==> src/rtl/pvseq_pkg.sv <==
package pvseq_pkg;

    localparam int PV_TW = 16;   // wait counter width
    localparam int PV_NW = 8;    // pass counter width

    typedef enum logic [3:0] {
        S_IDLE, S_SWE, S_XFER, S_PSU, S_PRG, S_PRGOFF, S_PSUOFF,
        S_PVON, S_DWR, S_DWAIT, S_RD, S_PVOFF, S_END
    } pv_state_e;

    typedef struct packed {
        logic [PV_TW-1:0] t_en;
        logic [PV_TW-1:0] t_setup;
        logic [PV_TW-1:0] t_pulse;
        logic [PV_TW-1:0] t_pulse_rec;
        logic [PV_TW-1:0] t_setup_rec;
        logic [PV_TW-1:0] t_vfy_set;
        logic [PV_TW-1:0] t_vfy_rd;
        logic [PV_TW-1:0] t_vfy_clr;
        logic [PV_NW-1:0] loops;
    } pv_cfg_t;

    // a 0 in the result means the bit still has to be pulsed
    function automatic logic [7:0] reprog_byte(input logic [7:0] want, input logic [7:0] seen);
        return want | ~seen;
    endfunction

endpackage

==> src/rtl/pv_wait_timer.sv <==
module pv_wait_timer #(
    parameter int TW = 16
) (
    input  logic          clk,
    input  logic          rst,
    input  logic          load,
    input  logic [TW-1:0] val,
    output logic          expired
);
    logic [TW-1:0] cnt;

    always_ff @(posedge clk) begin
        if (rst)              cnt <= '0;
        else if (load)        cnt <= val;
        else if (cnt != '0)   cnt <= cnt - 1'b1;
    end

    assign expired = (cnt == '0);

    // a running wait moves down by exactly one per cycle
    p_count_step_r4: assert property (@(posedge clk) disable iff (rst)
        (!load && cnt != '0) |=> (cnt == $past(cnt) - 1'b1));

endmodule

==> src/rtl/pv_page_buf.sv <==
module pv_page_buf import pvseq_pkg::*; #(
    parameter int BYTES = 32,
    parameter int IW    = $clog2(BYTES)
) (
    input  logic               clk,
    input  logic               rst,
    input  logic               load,
    input  logic [BYTES*8-1:0] pdata,
    input  logic [IW-1:0]      rd_idx,
    input  logic               upd,
    input  logic [IW-2:0]      upd_word,
    input  logic [15:0]        vdata,
    output logic [7:0]         rd_byte,
    output logic               upd_short
);
    localparam int WW = IW - 1;

    logic [7:0] want_q [BYTES];
    logic [7:0] work_q [BYTES];
    logic [7:0] new_lo, new_hi;

    always_comb begin
        new_lo    = reprog_byte(want_q[{upd_word, 1'b0}], vdata[7:0]);
        new_hi    = reprog_byte(want_q[{upd_word, 1'b1}], vdata[15:8]);
        upd_short = (new_lo & new_hi) != 8'hFF;
        rd_byte   = work_q[rd_idx];
    end

    for (genvar g = 0; g < BYTES; g++) begin : g_byte
        localparam logic [WW-1:0] MYWORD = WW'(g / 2);
        localparam bit            ISHI   = (g % 2) == 1;

        always_ff @(posedge clk) begin
            if (rst) begin
                want_q[g] <= 8'hFF;
                work_q[g] <= 8'hFF;
            end else if (load) begin
                want_q[g] <= pdata[g*8 +: 8];
                work_q[g] <= pdata[g*8 +: 8];
            end else if (upd && upd_word == MYWORD) begin
                work_q[g] <= ISHI ? new_hi : new_lo;
            end
        end

        // after a verify update no bit wanted at 1 is left pending
        p_no_extra_pulse_r7: assert property (@(posedge clk) disable iff (rst)
            (upd && upd_word == MYWORD) |=> ((want_q[g] & ~work_q[g]) == 8'h00));
    end

endmodule

==> src/rtl/flash_pgm_verify.sv <==
module flash_pgm_verify import pvseq_pkg::*; #(
    parameter int AW         = 16,
    parameter int PAGE_BYTES = 32
) (
    input  logic                    clk,
    input  logic                    rst,
    input  logic                    start,
    input  logic [AW-1:0]           page_addr,
    input  logic [PAGE_BYTES*8-1:0] prog_data,
    input  logic [PV_TW-1:0]        t_en,
    input  logic [PV_TW-1:0]        t_setup,
    input  logic [PV_TW-1:0]        t_pulse,
    input  logic [PV_TW-1:0]        t_pulse_rec,
    input  logic [PV_TW-1:0]        t_setup_rec,
    input  logic [PV_TW-1:0]        t_vfy_set,
    input  logic [PV_TW-1:0]        t_vfy_rd,
    input  logic [PV_TW-1:0]        t_vfy_clr,
    input  logic [PV_NW-1:0]        loop_max,
    output logic                    fl_swe,
    output logic                    fl_psu,
    output logic                    fl_prog,
    output logic                    fl_pv,
    output logic                    fl_wr,
    output logic                    fl_rd,
    output logic [AW-1:0]           fl_addr,
    output logic [7:0]              fl_wdata,
    input  logic [15:0]             fl_rdata,
    output logic                    busy,
    output logic                    done,
    output logic                    fail
);
    localparam int IW    = $clog2(PAGE_BYTES);
    localparam int WIW   = IW - 1;
    localparam int WORDS = PAGE_BYTES / 2;
    localparam logic [AW-1:0]  OFS_MASK  = AW'(PAGE_BYTES - 1);
    localparam logic [IW-1:0]  LAST_BYTE = IW'(PAGE_BYTES - 1);
    localparam logic [WIW-1:0] LAST_WORD = WIW'(WORDS - 1);

    pv_state_e        state, state_n;
    pv_cfg_t          cfg_q, cfg_in, wsel;
    logic [AW-1:0]    base_q;
    logic [IW-1:0]    byte_idx;
    logic [WIW-1:0]   word_idx;
    logic [PV_NW-1:0] loop_n;
    logic             short_q, ok_q;
    logic             tmr_exp, tmr_load;
    logic [PV_TW-1:0] tmr_val;
    logic [7:0]       buf_byte;
    logic             buf_short;
    logic             give_up;

    assign cfg_in = '{t_en: t_en, t_setup: t_setup, t_pulse: t_pulse,
                      t_pulse_rec: t_pulse_rec, t_setup_rec: t_setup_rec,
                      t_vfy_set: t_vfy_set, t_vfy_rd: t_vfy_rd,
                      t_vfy_clr: t_vfy_clr, loops: loop_max};

    assign give_up = (loop_n >= cfg_q.loops);

    always_comb begin
        state_n = state;
        unique case (state)
            S_IDLE:   if (start) state_n = S_SWE;
            S_SWE:    if (tmr_exp) state_n = S_XFER;
            S_XFER:   if (byte_idx == LAST_BYTE) state_n = S_PSU;
            S_PSU:    if (tmr_exp) state_n = S_PRG;
            S_PRG:    if (tmr_exp) state_n = S_PRGOFF;
            S_PRGOFF: if (tmr_exp) state_n = S_PSUOFF;
            S_PSUOFF: if (tmr_exp) state_n = S_PVON;
            S_PVON:   if (tmr_exp) state_n = S_DWR;
            S_DWR:    state_n = S_DWAIT;
            S_DWAIT:  if (tmr_exp) state_n = S_RD;
            S_RD:     state_n = (word_idx == LAST_WORD) ? S_PVOFF : S_DWR;
            S_PVOFF:  if (tmr_exp) state_n = (!short_q || give_up) ? S_END : S_XFER;
            S_END:    state_n = S_IDLE;
            default:  state_n = S_IDLE;
        endcase
    end

    // wait value for the phase being entered; the idle exit uses live inputs
    always_comb begin
        wsel = (state == S_IDLE) ? cfg_in : cfg_q;
        unique case (state_n)
            S_SWE:    tmr_val = wsel.t_en;
            S_PSU:    tmr_val = wsel.t_setup;
            S_PRG:    tmr_val = wsel.t_pulse;
            S_PRGOFF: tmr_val = wsel.t_pulse_rec;
            S_PSUOFF: tmr_val = wsel.t_setup_rec;
            S_PVON:   tmr_val = wsel.t_vfy_set;
            S_DWAIT:  tmr_val = wsel.t_vfy_rd;
            S_PVOFF:  tmr_val = wsel.t_vfy_clr;
            default:  tmr_val = '0;
        endcase
        tmr_load = (state_n != state);
    end

    always_ff @(posedge clk) begin
        if (rst) begin
            state    <= S_IDLE;
            cfg_q    <= '0;
            base_q   <= '0;
            byte_idx <= '0;
            word_idx <= '0;
            loop_n   <= '0;
            short_q  <= 1'b0;
            ok_q     <= 1'b0;
        end else begin
            state <= state_n;
            unique case (state)
                S_IDLE: if (start) begin
                    cfg_q  <= cfg_in;
                    base_q <= page_addr & ~OFS_MASK;
                    loop_n <= PV_NW'(1);
                end
                S_XFER: byte_idx <= byte_idx + 1'b1;
                S_PVON: begin
                    word_idx <= '0;
                    short_q  <= 1'b0;
                end
                S_RD: begin
                    word_idx <= word_idx + 1'b1;
                    if (buf_short) short_q <= 1'b1;
                end
                S_PVOFF: if (tmr_exp) begin
                    ok_q <= !short_q;
                    if (short_q && !give_up) loop_n <= loop_n + 1'b1;
                end
                default: ;
            endcase
        end
    end

    pv_wait_timer #(.TW(PV_TW)) u_timer (
        .clk(clk), .rst(rst), .load(tmr_load), .val(tmr_val), .expired(tmr_exp)
    );

    pv_page_buf #(.BYTES(PAGE_BYTES)) u_buf (
        .clk(clk), .rst(rst),
        .load(state == S_IDLE && start),
        .pdata(prog_data),
        .rd_idx(byte_idx),
        .upd(state == S_RD),
        .upd_word(word_idx),
        .vdata(fl_rdata),
        .rd_byte(buf_byte),
        .upd_short(buf_short)
    );

    always_comb begin
        fl_swe   = (state != S_IDLE) && (state != S_END);
        fl_psu   = (state == S_PSU) || (state == S_PRG) || (state == S_PRGOFF);
        fl_prog  = (state == S_PRG);
        fl_pv    = (state == S_PVON) || (state == S_DWR) || (state == S_DWAIT) || (state == S_RD);
        fl_wr    = (state == S_XFER) || (state == S_DWR);
        fl_rd    = (state == S_RD);
        fl_addr  = (state == S_XFER) ? (base_q | AW'(byte_idx)) : (base_q | AW'({word_idx, 1'b0}));
        fl_wdata = (state == S_XFER) ? buf_byte : 8'hFF;
        busy     = fl_swe;
        done     = (state == S_END) && ok_q;
        fail     = (state == S_END) && !ok_q;
    end

    // the pulse sits inside setup, and setup inside write-enable
    p_pulse_framed_r4: assert property (@(posedge clk) disable iff (rst)
        fl_prog |-> (fl_psu && fl_swe));
    // setup is already up on the cycle before the pulse starts
    p_setup_first_r4: assert property (@(posedge clk) disable iff (rst)
        $rose(fl_prog) |-> $past(fl_psu));
    // verify never overlaps setup
    p_vfy_excl_r6: assert property (@(posedge clk) disable iff (rst)
        fl_pv |-> !fl_psu);
    // reads only happen under verify that was already active
    p_read_in_vfy_r6: assert property (@(posedge clk) disable iff (rst)
        fl_rd |-> (fl_pv && $past(fl_pv)));
    // result pulses are exclusive and last one cycle
    p_one_result_r9: assert property (@(posedge clk) disable iff (rst)
        !(done && fail));
    p_result_pulse_r9: assert property (@(posedge clk) disable iff (rst)
        (done || fail) |=> !(done || fail || busy));
    // write-enable is down while the result is reported
    p_swe_off_r5: assert property (@(posedge clk) disable iff (rst)
        (done || fail) |-> !fl_swe);
    // a start while busy never aborts the run
    p_start_busy_r1: assert property (@(posedge clk) disable iff (rst)
        (busy && start) |=> (busy || done || fail));

endmodule

==> config.mk <==
export PLATFORM = sky130hd
export DESIGN_NAME = flash_pgm_verify
export DESIGN_NICKNAME = d
export VERILOG_FILES = /design/src/rtl/pvseq_pkg.sv /design/src/rtl/pv_wait_timer.sv /design/src/rtl/pv_page_buf.sv /design/src/rtl/flash_pgm_verify.sv
export SDC_FILE = /design/constraint.sdc
export NUM_CORES = 1
export LEC_CHECK = 0
export BUFFER_PORTS_ARGS = -buffer_cell sky130_fd_sc_hd__buf_2
export CAP_MARGIN = 20
export CORE_MARGIN = 5
export CORE_UTILIZATION = 25
export DETAILED_ROUTE_END_ITERATION = 8
export GPL_TIMING_DRIVEN = 0
export SLEW_MARGIN = 20
export SYNTH_ARGS = -nofsm -noshare
export SYNTH_HDL_FRONTEND = slang
export SYNTH_SLANG_ARGS = --single-unit
==> constraint.sdc <==
create_clock -name clk -period 26.8 [get_ports clk]
set_input_delay 8.04 -clock clk [delete_from_list [all_inputs] [get_ports clk]]
set_output_delay 8.04 -clock clk [all_outputs]
set_load 0.01 [all_outputs]
==> impl_results.md <==
- Highest-delay cell along the critical path: buf_1
- Reg2Reg Depth: 12
- Crit start category: flop
- Crit path top cell by count: mux4_2
- CP arrival: 4350 ps
- FF-to-FF End: u_buf.work_q[12][0]
- I/O Pins: between 400 and 500
- Synthesized flop and latch total: about 700
- Post-CTS Setup Inserts: 0
- Port Buf Inserts: 453
- Crit path time final: around 12,000 ps
- PostCTS Resize Cnt: 0
- Core Rows: between 100 and 150
- Chip width: 371.9 µm
- Worst Hold Class: reg -> reg
- CTS tree: built
- Clk sink count: about 710
- Vias in the first global route: ~25k
- Yosys cell types: between 80 and 90
- Antenna viol nets, final: 0
- Critical Path Fanout Max: 10
- Gpl congestion: 0.9532
- Net Count, Synth: around 3.1k
- H-Tree Depth: 3
- Synth Flop Type: edfxtp_1
- GRT overflow: 0
- CTS max path bufs: 3
- Die Footprint: 138,300 µm²
- Slew headroom: 19.95%
- Drt first-iter violations: 3,371
- Ys Warns: 0
- Slew @ Worst Pin: between 1000 and 1500 ps
- Setup WS post-layout: 14,410 ps
- Setup violators final: 0
- Pin count of the biggest net entering global routing: 85
- Drc violations: 0
- RSZ-0062 raised after global routing: false
- Asr flop ratio synth: 0%
- EDFF count, synth: approximately 500
- Global-route wire length before repair: 194.6 mm
- Nets: ~3.6k
- Cell Area, Synth: 32,740 µm²
- Worst skew pair latency: between 600 and 700 ps
- Worst reg2reg setup slack: between 20,000 and 25,000 ps
- Root Buffer: clkbuf_16
- Ranking of synthesized cells by area: edfxtp_1 47%, dfxtp_1 12%, mux4_2 11%
- Final Hold Fails: 0
- Layout fillers: about 13k
- Final non-filler cell total: around 5k
- Worst-case clock skew: between 50 and 60 ps
- Max IR drop VDD: ~50 µV
- Wirelength per Cell: just under 30 µm
- Seq/Total Area, Yosys: around three fifths
- DR pass1 iterations: 6
- Core area: between 100,000 and 150,000 µm²
- Chip Height: 371.9 µm
- Area grow syn2layout: 21.71%
- Storage element area: 19,280 µm²
- Initial Utilization: 25.22%
- Vias per inst: approximately 5.2
- Final hold slack: about 450 ps
- Critical path class: reg -> out
- Critical R2R Launch: state[3]
- Layout cell share with drive strength beyond 1: 25.39%
- Worst Hold Endpoint: cfg_q[49]
- Status: finished clean
- Final TNS setup: 0 ps
- Pleak: roughly 12 nW
- Pwr/cell area: 78.25 nW/µm²
- Cell taking the most area after synthesis: edfxtp_1
- Top-count cell post-synth: edfxtp_1
- Post-DP HPWL: between 100 and 150 mm
- Worst Hold Launch: cfg_q[49]
- Yosys top cell area share: a little under half
- Max-cap viol count: 0
- CTS buffer count: slightly below 80
- Pre-CTS setup slack: between 10,000 and 15,000 ps
- Critical-path cell list: clkbuf_1 > buf_1 > mux4_2 > mux4_2 > mux2i_1 > nand2_1 > buf_2
- Worst setup EP type: output pin
- Via Count: between 20k and 30k
- Final core occ: roughly 31%
- GRT Total Usage: between 10% and 20%
- Initial antenna violation count: 26
- Fmax: roughly 81 MHz
- Critical Path RT: around 19,000 ps
- Synthesized area per cell: 12.52 µm²
- Crit share post-route: a little under half
- Max incr delay on CP: roughly 840 ps
- Gate Count Post-Synth: 2,616
- Inst Count DP: slightly below 5k
- Reg clk slew, reported paths: roughly 60 ps
- Most common library cells after synthesis: 512 x edfxtp_1, 380 x nand2_1, 269 x or3_1
- Multi-input logic area: about 12,000 µm²
- WHS Path Cells: 2
- Post-CTS Hold Fix Bufs: 0
- WL final: about 140 mm
- Slew Viols, Final: 0
[through the flow]
| stage | power, mW | instance area [µm²] |
|---|---|---|
| floorplan | 1.773 | 32740 |
| detailed placement | 2.052 | 37290 |
| global placement | 2.059 | 37190 |
| global route | 3.219 | 39810 |
| finish | 3.118 | 39850 |
| CTS | 3.112 | 39810 |
[per-layer routing]
| metal | part of all wire, % | wire length, µm | vias up | track usage, % |
|---|---|---|---|---|
| li1 | - | - | 11000 | - |
| met1 | 39 | 55550 | 13030 | 25.96 |
| met2 | 45 | 64920 | 1753 | 31.62 |
| met3 | 11 | 16270 | 259 | 5.095 |
| met4 | 4.6 | 6559 | 6 | 8.487 |
| met5 | 0.018 | 26 | - | 0 |
[layout make-up]
cell class              instances  area share (%)
diodes                         16          0.1005
plain buffers                 231           2.430
clock buffers                  99           5.196
clock inverters                43           1.133
inverters                      20          0.2009
multi-input cells            1658           31.19
flip-flops and latches        707           48.38
well taps                    1742           5.470
repair buffers                456           5.897
[cell usage in the layout, fill, tap and decap left out, types with 18 or more instances in the layout]
master	n
edfxtp_1	512
buf_2	492
nand2_1	380
or3_1	269
o21a_1	258
dfxtp_1	195
clkbuf_1	184
a21oi_1	184
mux4_2	160
clkbuf_16	78
nor2_1	68
o21ai_0	36
nand3_1	31
mux2i_1	22
nand2b_1	20
a31oi_1	19
nand4_1	18
[critical path, delay by kind of cell (launching register included)]
family / cells / cell delay, ps
simple gates: 1 / 150
mux: 3 / 1360
buf+inv: 3 / 1860
flops: 1 / 300
[worst max path at each step]
stage / from / end / slack (ps)
after floorplan: start / u_buf.work_q[10][0] / 9930
after global placement: start / u_buf.work_q[12][7] / 4570
after detailed placement: start / u_buf.work_q[12][7] / 14120
after CTS: flop / fl_wdata[2] / 14340
after global routing: flop / fl_wdata[5] / 14220
final: flop / fl_wdata[0] / 14410
[sequential cells by signal (all words and copies together), names as in the netlist, named ones only]
name	flops
cfg_q	136
loop_n	8
state	4
u_buf.want_q	256
u_timer.cnt	16
ok_q	1
word_idx	4
byte_idx	5
short_q	1
base_q	11
u_buf.work_q	256
[power breakdown]
group          switching, mW  internal, mW
clock                  0.476         0.602
sequential            0.0452          1.31
combinational          0.467         0.219
[cell families after synthesis]
kind of cell | after synthesis | share of synthesized area [%]
muxes | 199 | 12.26
AOI/OAI and AO/OA | 564 | 11.40
adders and majority gates | 17 | 0.6497
buffers and inverters | 251 | 3.149
DFF | 707 | 58.88
xor gates and xnor gates | 21 | 0.5618
and+or+nand+nor | 857 | 13.09
No activity file was read; power rests on OpenSTA's default activity.
